<file path="src/rtl/mmul_pkg.sv">
package mmul_pkg;
  typedef enum logic [2:0] {
    ST_IDLE = 3'd0,
    ST_RD_A = 3'd1,
    ST_RD_B = 3'd2,
    ST_RD_N = 3'd3,
    ST_STEP = 3'd4,
    ST_SUB1 = 3'd5,
    ST_SUB2 = 3'd6
  } mm_state_t;
endpackage

</file>
<file path="src/rtl/mmul_condsub.sv">
module mmul_condsub #(
  parameter int WIDTH = 16
) (
  input  logic [WIDTH+1:0] x_in,
  input  logic [WIDTH-1:0] mod_in,
  output logic [WIDTH+1:0] y_out,
  output logic             took
);
  logic [WIDTH+1:0] mod_ext;
  assign mod_ext = {2'b00, mod_in};
  assign took    = (x_in >= mod_ext);
  assign y_out   = took ? (x_in - mod_ext) : x_in;
endmodule

</file>
<file path="src/rtl/mmul_datapath.sv">
module mmul_datapath #(
  parameter int WIDTH = 16,
  parameter int CNT_W = $clog2(WIDTH)
) (
  input  logic             clk,
  input  logic             rst,
  input  logic [WIDTH-1:0] rd_data,
  input  logic             ld_a,
  input  logic             ld_b,
  input  logic             ld_n,
  input  logic             step_en,
  input  logic             sub_en,
  input  logic [CNT_W-1:0] bit_idx,
  output logic             sign_bad,
  output logic [WIDTH-1:0] res_next
);
  localparam int ACC_W = WIDTH + 2;

  logic [WIDTH-1:0] opa, opb, modn;
  logic [ACC_W-1:0] acc, addend, dbl_sum, sub_y, tri_n;
  logic             sub_took;

  assign addend   = opb[bit_idx] ? {2'b00, opa} : '0;
  assign dbl_sum  = {acc[ACC_W-2:0], 1'b0} + addend;
  assign sign_bad = opa[WIDTH-1] | opb[WIDTH-1];
  assign res_next = sub_y[WIDTH-1:0];
  assign tri_n    = {1'b0, modn, 1'b0} + {2'b00, modn};

  mmul_condsub #(.WIDTH(WIDTH)) u_sub (
    .x_in  (acc),
    .mod_in(modn),
    .y_out (sub_y),
    .took  (sub_took)
  );

  always_ff @(posedge clk) begin
    if (rst) begin
      opa  <= '0;
      opb  <= '0;
      modn <= '0;
      acc  <= '0;
    end else begin
      if (ld_a) opa <= rd_data;
      if (ld_b) opb <= rd_data;
      if (ld_n) begin
        modn <= rd_data;
        acc  <= '0;
      end else if (step_en) begin
        acc <= dbl_sum;
      end else if (sub_en) begin
        acc <= sub_y;
      end
    end
  end

  // every step starts from a fully reduced value
  a_r8_acc_reduced: assert property (@(posedge clk) disable iff (rst)
    step_en |-> (acc < {2'b00, modn}));

  // double-and-add result stays within two subtractions of the range
  a_r8_step_bound: assert property (@(posedge clk) disable iff (rst)
    $past(step_en) |-> ((acc + ACC_W'(3)) <= tri_n));
endmodule

</file>
<file path="src/rtl/mmul_ctrl.sv">
module mmul_ctrl
  import mmul_pkg::*;
#(
  parameter int WIDTH  = 16,
  parameter int REG_AW = 4,
  parameter int CNT_W  = $clog2(WIDTH)
) (
  input  logic              clk,
  input  logic              rst,
  input  logic              req_valid,
  output logic              req_ready,
  output logic              req_err,
  input  logic [REG_AW-1:0] req_src_a,
  input  logic [REG_AW-1:0] req_src_b,
  input  logic [REG_AW-1:0] req_src_n,
  input  logic [REG_AW-1:0] req_dst,
  output logic [REG_AW-1:0] rd_addr,
  input  logic [WIDTH-1:0]  rd_data,
  input  logic              sign_bad,
  input  logic [WIDTH-1:0]  res_next,
  output logic              wr_en,
  output logic [REG_AW-1:0] wr_addr,
  output logic [WIDTH-1:0]  wr_data,
  output logic              ld_a,
  output logic              ld_b,
  output logic              ld_n,
  output logic              step_en,
  output logic              sub_en,
  output logic [CNT_W-1:0]  bit_idx
);
  mm_state_t         state;
  logic [REG_AW-1:0] idx_b_q, idx_n_q, dst_q;
  logic              n_bad;

  assign ld_a    = (state == ST_RD_A);
  assign ld_b    = (state == ST_RD_B);
  assign ld_n    = (state == ST_RD_N);
  assign step_en = (state == ST_STEP);
  assign sub_en  = (state == ST_SUB1) || (state == ST_SUB2);
  assign n_bad   = (rd_data == '0) || rd_data[WIDTH-1] || sign_bad;

  always_ff @(posedge clk) begin
    if (rst) begin
      state     <= ST_IDLE;
      req_ready <= 1'b1;
      req_err   <= 1'b0;
      rd_addr   <= '0;
      idx_b_q   <= '0;
      idx_n_q   <= '0;
      dst_q     <= '0;
      bit_idx   <= '0;
      wr_en     <= 1'b0;
      wr_addr   <= '0;
      wr_data   <= '0;
    end else begin
      wr_en <= 1'b0;
      case (state)
        ST_IDLE: begin
          if (req_valid && req_ready) begin
            req_ready <= 1'b0;
            req_err   <= 1'b0;
            rd_addr   <= req_src_a;
            idx_b_q   <= req_src_b;
            idx_n_q   <= req_src_n;
            dst_q     <= req_dst;
            state     <= ST_RD_A;
          end
        end
        ST_RD_A: begin
          rd_addr <= idx_b_q;
          state   <= ST_RD_B;
        end
        ST_RD_B: begin
          rd_addr <= idx_n_q;
          state   <= ST_RD_N;
        end
        ST_RD_N: begin
          if (n_bad) begin
            req_err   <= 1'b1;
            req_ready <= 1'b1;
            state     <= ST_IDLE;
          end else begin
            bit_idx <= CNT_W'(WIDTH - 1);
            state   <= ST_STEP;
          end
        end
        ST_STEP: state <= ST_SUB1;
        ST_SUB1: state <= ST_SUB2;
        ST_SUB2: begin
          if (bit_idx == '0) begin
            wr_en     <= 1'b1;
            wr_addr   <= dst_q;
            wr_data   <= res_next;
            req_ready <= 1'b1;
            state     <= ST_IDLE;
          end else begin
            bit_idx <= bit_idx - 1'b1;
            state   <= ST_STEP;
          end
        end
        default: state <= ST_IDLE;
      endcase
    end
  end

  // handshake outputs stay quiet while an operation runs
  a_r2_busy_quiet: assert property (@(posedge clk) disable iff (rst)
    (state != ST_IDLE) |-> (!req_ready && !req_err));

  // the write strobe lasts a single cycle
  a_r4_single_write: assert property (@(posedge clk) disable iff (rst)
    wr_en |=> !wr_en);

  // a rejected operation never writes
  a_r6_no_write_on_err: assert property (@(posedge clk) disable iff (rst)
    req_err |-> !wr_en);

  // ready comes back together with the result strobe
  a_r5_ready_with_write: assert property (@(posedge clk) disable iff (rst)
    $rose(wr_en) |-> req_ready);
endmodule

</file>
<file path="src/rtl/mmul_serial.sv">
module mmul_serial #(
  parameter int WIDTH  = 16,
  parameter int REG_AW = 4
) (
  input  logic              clk,
  input  logic              rst,
  input  logic              req_valid,
  output logic              req_ready,
  output logic              req_err,
  input  logic [REG_AW-1:0] req_src_a,
  input  logic [REG_AW-1:0] req_src_b,
  input  logic [REG_AW-1:0] req_src_n,
  input  logic [REG_AW-1:0] req_dst,
  output logic [REG_AW-1:0] rd_addr,
  input  logic [WIDTH-1:0]  rd_data,
  output logic              wr_en,
  output logic [REG_AW-1:0] wr_addr,
  output logic [WIDTH-1:0]  wr_data
);
  localparam int CNT_W = $clog2(WIDTH);

  logic             ld_a, ld_b, ld_n, step_en, sub_en, sign_bad;
  logic [CNT_W-1:0] bit_idx;
  logic [WIDTH-1:0] res_next;

  mmul_ctrl #(.WIDTH(WIDTH), .REG_AW(REG_AW), .CNT_W(CNT_W)) u_ctrl (
    .clk      (clk),
    .rst      (rst),
    .req_valid(req_valid),
    .req_ready(req_ready),
    .req_err  (req_err),
    .req_src_a(req_src_a),
    .req_src_b(req_src_b),
    .req_src_n(req_src_n),
    .req_dst  (req_dst),
    .rd_addr  (rd_addr),
    .rd_data  (rd_data),
    .sign_bad (sign_bad),
    .res_next (res_next),
    .wr_en    (wr_en),
    .wr_addr  (wr_addr),
    .wr_data  (wr_data),
    .ld_a     (ld_a),
    .ld_b     (ld_b),
    .ld_n     (ld_n),
    .step_en  (step_en),
    .sub_en   (sub_en),
    .bit_idx  (bit_idx)
  );

  mmul_datapath #(.WIDTH(WIDTH), .CNT_W(CNT_W)) u_dp (
    .clk     (clk),
    .rst     (rst),
    .rd_data (rd_data),
    .ld_a    (ld_a),
    .ld_b    (ld_b),
    .ld_n    (ld_n),
    .step_en (step_en),
    .sub_en  (sub_en),
    .bit_idx (bit_idx),
    .sign_bad(sign_bad),
    .res_next(res_next)
  );
endmodule

</file>
<file path="config.mk">
export PLATFORM = sky130hd
export DESIGN_NAME = mmul_serial
export DESIGN_NICKNAME = d
export VERILOG_FILES = /design/src/rtl/mmul_pkg.sv /design/src/rtl/mmul_condsub.sv /design/src/rtl/mmul_datapath.sv /design/src/rtl/mmul_ctrl.sv /design/src/rtl/mmul_serial.sv
export SDC_FILE = /design/constraint.sdc
export NUM_CORES = 1
export LEC_CHECK = 0
export CAP_MARGIN = 20
export CORE_MARGIN = 2
export CORE_UTILIZATION = 56
export DETAILED_ROUTE_END_ITERATION = 8
export PLACE_DENSITY = 0.79
export SLEW_MARGIN = 20
export SYNTH_ARGS = -nofsm -noshare
export SYNTH_HDL_FRONTEND = slang
export SYNTH_SLANG_ARGS = --single-unit
</file>
<file path="constraint.sdc">
create_clock -name clk -period 10.5 [get_ports clk]
set_clock_uncertainty 0.05 [all_clocks]
set_input_delay 2.625 -clock clk [delete_from_list [all_inputs] [get_ports clk]]
set_output_delay 2.625 -clock clk [all_outputs]
set_load 0.02 [all_outputs]
</file>
* Yosys cells after proc, flatten, opt, wreduce, memory -nomap -nowiden
Index checks and enable logic that the tools add are counted.
** Cells by class
- Add/sub/neg operators :: 3
- Magnitude comparators :: 2
- Equality and inequality tests :: 11
- Multiplexer cells :: 21
- Bitwise operators :: 2
- Reduce and logical (&&, ||, !) cells :: 22
** Operator list (count)
- $mux W18 :: 3
- $pmux W3 S7 :: 1
- $add A18 B18 Y18 :: 1
- $ge A18 B16 Y1 :: 1
- $sub A18 B16 Y18 :: 1
- $logic_not A16 Y1 :: 1
- $mux W16 :: 1
- $mux W4 :: 3
- $pmux W4 S3 :: 1
- $eq A3 B3 Y1 const B :: 3
- $mux W3 :: 3
- $pmux W4 S2 :: 1
- $reduce_and A2 Y1 :: 4
- $reduce_bool A2 Y1 :: 4
- $eq A3 B2 Y1 const B :: 2
- $ne A2 B2 Y1 const B :: 3
- $reduce_and A3 Y1 :: 2
- $reduce_bool A3 Y1 :: 2
- $lt A4 B5 Y1 const B :: 1
- $mux W1 :: 5
- $bmux W1 S4 :: 1
- $logic_not A4 Y1 :: 1
- $ne A2 B1 Y1 const B :: 2
- $reduce_and A4 Y1 :: 1
- other kinds (10) :: 13
** Word-level totals
- Register bits after elaboration :: 112
- Input bits :: 35
- Output and inout bits :: 27
- Logic and storage cells :: 77

* Depth between registers and ports, before layout
- Depth in word-level cells :: 5
- Gate-level depth with buffers :: 15
- Gate-level depth less buffers :: 14

* Hierarchy
Synthesis repeated with hierarchy kept, for this count alone.
** Second synthesis, totals
- Cell total of the unflattened synthesis :: 764
- Area total of the unflattened synthesis :: 6526.3 µm²
** By module, submodules not included
- mmul_datapath :: instances 1, cells an instance 376, area each 3577.2 µm²
- mmul_ctrl :: instances 1, cells an instance 232, area each 1896.8 µm²
- mmul_condsub :: instances 1, cells an instance 156, area each 1052.3 µm²

* Least setup slack after synthesis
No wires, ideal clock.
- Kind :: reg2reg
- From :: register u_ctrl.bit_idx[0]
- To :: register u_dp.acc[15]
- Arrival time :: 4027 ps
- Data required time :: 10380 ps
- Path slack :: 6353 ps
- Stages on the path, launching flop included :: 16
- Path through :: dfxtp_1 -> clkbuf_1 -> mux4_2 -> mux4_2 -> and2_1 -> ha_1 -> fa_1 -> a211oi_1 -> nor2_1 -> o2111ai_1 -> a31oi_1 -> or4_1 -> a41o_1 -> xnor2_1 -> o21a_1 -> a21oi_1
** On the way
- Longest elaborated chain between the ends :: 5
** Ends and longest elaborated chain
- start: declaration :: line mmul_ctrl.sv:29 : output logic [CNT_W-1:0] bit_idx
- start signal: assignment :: line mmul_ctrl.sv:83 : bit_idx <= CNT_W'(WIDTH - 1);
- start signal: assignment :: line mmul_ctrl.sv:97 : bit_idx <= bit_idx - 1'b1;
- $bmux W1 S4 :: line mmul_datapath.sv:23 : assign addend = opb[bit_idx] ? {2'b00, opa} : '0;
- $mux W1 (not written as such) :: line mmul_datapath.sv:23
- $mux W16 :: line mmul_datapath.sv:23
- $add A18 B18 Y18 :: line mmul_datapath.sv:24 : assign dbl_sum = {acc[ACC_W-2:0], 1'b0} + addend;
- $mux W18 :: line mmul_datapath.sv:48 : end else if (step_en) begin
- end signal: assignment :: line mmul_datapath.sv:49 : acc <= dbl_sum;
- end signal: assignment :: line mmul_datapath.sv:51 : acc <= sub_y;
- end: declaration :: line mmul_datapath.sv:20 : logic [ACC_W-1:0] acc, addend, dbl_sum, sub_y, tri_n;
No other way between the ends. The select of a mux whose other input is x is not followed.
A chain may end at the register's enable or synchronous reset.

* Worst setup path after layout
- From :: register u_ctrl.bit_idx[2]
- To :: register u_dp.acc[15]
The elaborated chain is that of the path after synthesis.

==> results.yml <==
layout:
  area_delta_synth_final_pct: 14.5
  num-fill-cells: 952
  stdcell_area_mm2: 0.00701
  nNetsFinal: 868
  drive_gt1_frac: 0.0547
  num_antenna_cells: 0
  multi_input_area_mm2: 0.00364
  regArea_mm2: 0.00224
power:
  peakVddDrop_uv: 86.5
  power.density_mw_per_mm2: 144
  leakage_nw: 2.74
route:
  vias: 5536
  drt_pass1_iterations: 5
  postRouteAntennaNets: 0
  initialDrtViolationCount: 382
  viasPerCell: 5.86
  drc_errors: 0
  routed_wl_um: 15300
  wl_per_cell_um: 16.2
worst_setup_path:
  crit_path_frequent_cell: "mux4_2"
  arrival_ns: 4.79
  worst_path_max_delay_cell: "mux4_2"
  crit_path_end_kind: "flop"
  start_kind: "flop"
  worstPathCellList: "mux4_2 > mux4_2 > and2_1 > ha_1 > fa_1 > a211oi_1 > nor2_1 > o2111ai_1 > a31oi_1 > or4_1 > a41o_1 > xnor2_1 > o21a_1 > a21oi_1"
  required_ns: 10.76
  crit_fanout: 16
  critPathMaxStageDelay_ns: 0.63
  worstSetupPathType: "reg2reg"
global_routing:
  grt_start_max_net_pins: 96
  grt_util_all_layers: 0.269
  grt_pass1_vias: 5198
  grt_pass1_wl_um: 24900
  overflow: 0
  antenna_found_initial: 0
synthesis:
  synth-edff-count: 0
  ys_seq_area_frac: 0.366
  syn-mean-instance-area_um2: 8.01
  synth_top_area_frac: 0.366
  ys.flop_type: "dfxtp_1"
  ys_types: 59
  synthTopCellsByArea: "dfxtp_1, nand2_1, a21oi_1, ha_1, xnor2_1"
  ys_warn_count: 0
  synth_most_common_cell: "nand2_1"
  async_flop_share: 0
  yosys.area.top_type: "dfxtp_1"
  ys_ff_latch: 112
  synth_area_mm2: 0.00612
  synthCells: 764
  synth_common_cells: "nand2_1, dfxtp_1, a21oi_1"
  syn_nets: 833
placed_design:
  place_ws_ns: 5.87
  gp_congestion: 0.929
  dpl_cell_area_mm2: 0.00679
  io_buffers: 61
  hpwl_um: 11500
floorplanning:
  coreArea_mm2: 0.0107
  ios: 62
  start_util: 0.570
  core.rowCount: 38
  die_w_um: 109
  die-area_mm2: 0.0118
  die_h_um: 109
hold_path:
  min_path_type: "reg2reg"
run_status:
  status: "finished, final reports clean"
cts:
  cts_sinks: 112
  path_clk_slew_ns: 0.11
  tritoncts: "yes"
  cts_resized: 0
  cts_hold_buf: 0
  cts_setup_buffers: 0
  cts.htree.levels: 3
  clk_latency_ns: 0.38
  numCtsBuffers: 9
  cts-root-buf: "clkbuf_8"
  cts.path.max_buffers: 2
timing:
  slew_headroom: 0.363
  slew_viol_final: 0
  setup_tns_ns: 0
  hold_viol_final: 0
  rsz0062_at_grt: "false"
  setup_viol_count_final: 0
  fin_ws_ns: 5.97
  fmax_ghz: 0.221
  tightest_slew_ns: 0.952
  period_needed_ns: 4.53
  min_period_over_period: 0.431
run:
  cap_violations: 0
-- final cells by class --
cell class | count | area share
clock buffer | 11 | 0.0216
tap | 140 | 0.0250
inverter | 24 | 0.0129
multi-input combinational | 585 | 0.519
clock inverter | 5 | 0.00875
timing repair buffer | 67 | 0.0928
sequential | 112 | 0.320
-- path summary, 6_finish.rpt --
check | from | end | slack, ns | cells after the start
worst min-delay path | u_dp.opa[4] | u_dp.opa[4] | 0.41 | 2
worst min register to register | u_dp.opa[4] | u_dp.opa[4] | 0.41 | 2
worst max register to register | u_ctrl.bit_idx[2] | u_dp.acc[15] | 5.97 | 14
worst max-delay path | u_ctrl.bit_idx[2] | u_dp.acc[15] | 5.97 | 14
-- logic make-up after synthesis --
kind of cell / after synthesis / share of synthesized area
fa+ha+maj: 34 / 0.0719
mux: 25 / 0.0515
simple gates: 290 / 0.209
buf+inv: 67 / 0.0425
flops: 112 / 0.366
xor+xnor: 29 / 0.0415
compound gates: 207 / 0.217
-- critical path: cells and delay by family (launching register included) --
kind                     cells  cell delay, ns
AO/OA/AOI/OAI                6            1.18
flip-flops                   1            0.52
AND/OR/NAND/NOR              3            0.79
adder cells (fa/ha/maj)      2            0.63
multiplexers                 2            1.16
XOR/XNOR                     1            0.13
-- sequential cells by signal, indices dropped and copies added, names as in the netlist --
signal and flops:
u_dp.acc 18, u_ctrl.wr_data 16, u_dp.modn 16, u_dp.opa 16
u_dp.opb 16, u_ctrl.bit_idx 4, u_ctrl.dst_q 4, u_ctrl.idx_b_q 4
u_ctrl.idx_n_q 4, u_ctrl.rd_addr 4, u_ctrl.wr_addr 4, u_ctrl.state 3
u_ctrl.req_err 1, u_ctrl.req_ready 1, u_ctrl.wr_en 1
-- per-layer routing --
layer / track usage / routed length (um) / up-vias
met4: 0.0815 / 213 / 0
li1: - / - / 2753
met3: 0.0362 / 907 / 18
met1: 0.376 / 7080 / 2594
met2: 0.431 / 7060 / 171
met5: 0 / 0 / -
-- cell usage in the layout, fill, tap and decap left out, drive strengths merged, types with 4 or more instances in the layout --
cell	Yosys	final
xor2	5	5
or3	5	5
xnor2	24	24
o21a	8	8
nand2b	4	4
nor2	48	48
nand3	6	6
dfxtp	112	112
nor2b	5	5
a22oi	5	5
nand2	162	162
a21o	9	9
mux4	5	5
ha	32	32
a21oi	101	101
inv	24	26
nor3	15	15
o211a	6	6
a221oi	4	4
nand4	7	7
mux2i	18	18
o31ai	4	4
o21ai	21	21
a211oi	20	20
clkbuf	38	11
buf	5	7
a311oi	4	4
and2	19	19
clkdlybuf4s50	0	60
a31oi	6	6
nor4	5	5
-- per-stage QoR --
step | utilization | std cells | power, mW | hold WS [ns]
final | 0.652 | 944 | 1.01 | 0.408
after global routing | 0.652 | 944 | 1.06 | 0.431
after CTS | 0.652 | 944 | 1.01 | 0.408
after detailed placement | 0.632 | 928 | 0.740 | 0.393
after global placement | 0.632 | 928 | 0.732 | 0.389
after floorplan | - | 764 | 0.663 | 0.382
-- report_power, final --
group	total, mW	switching (mW)	internal (mW)
combinational	0.264	0.154	0.109
sequential	0.469	0.0193	0.449
clock	0.279	0.154	0.125
No activity file was read; power rests on OpenSTA's default activity.
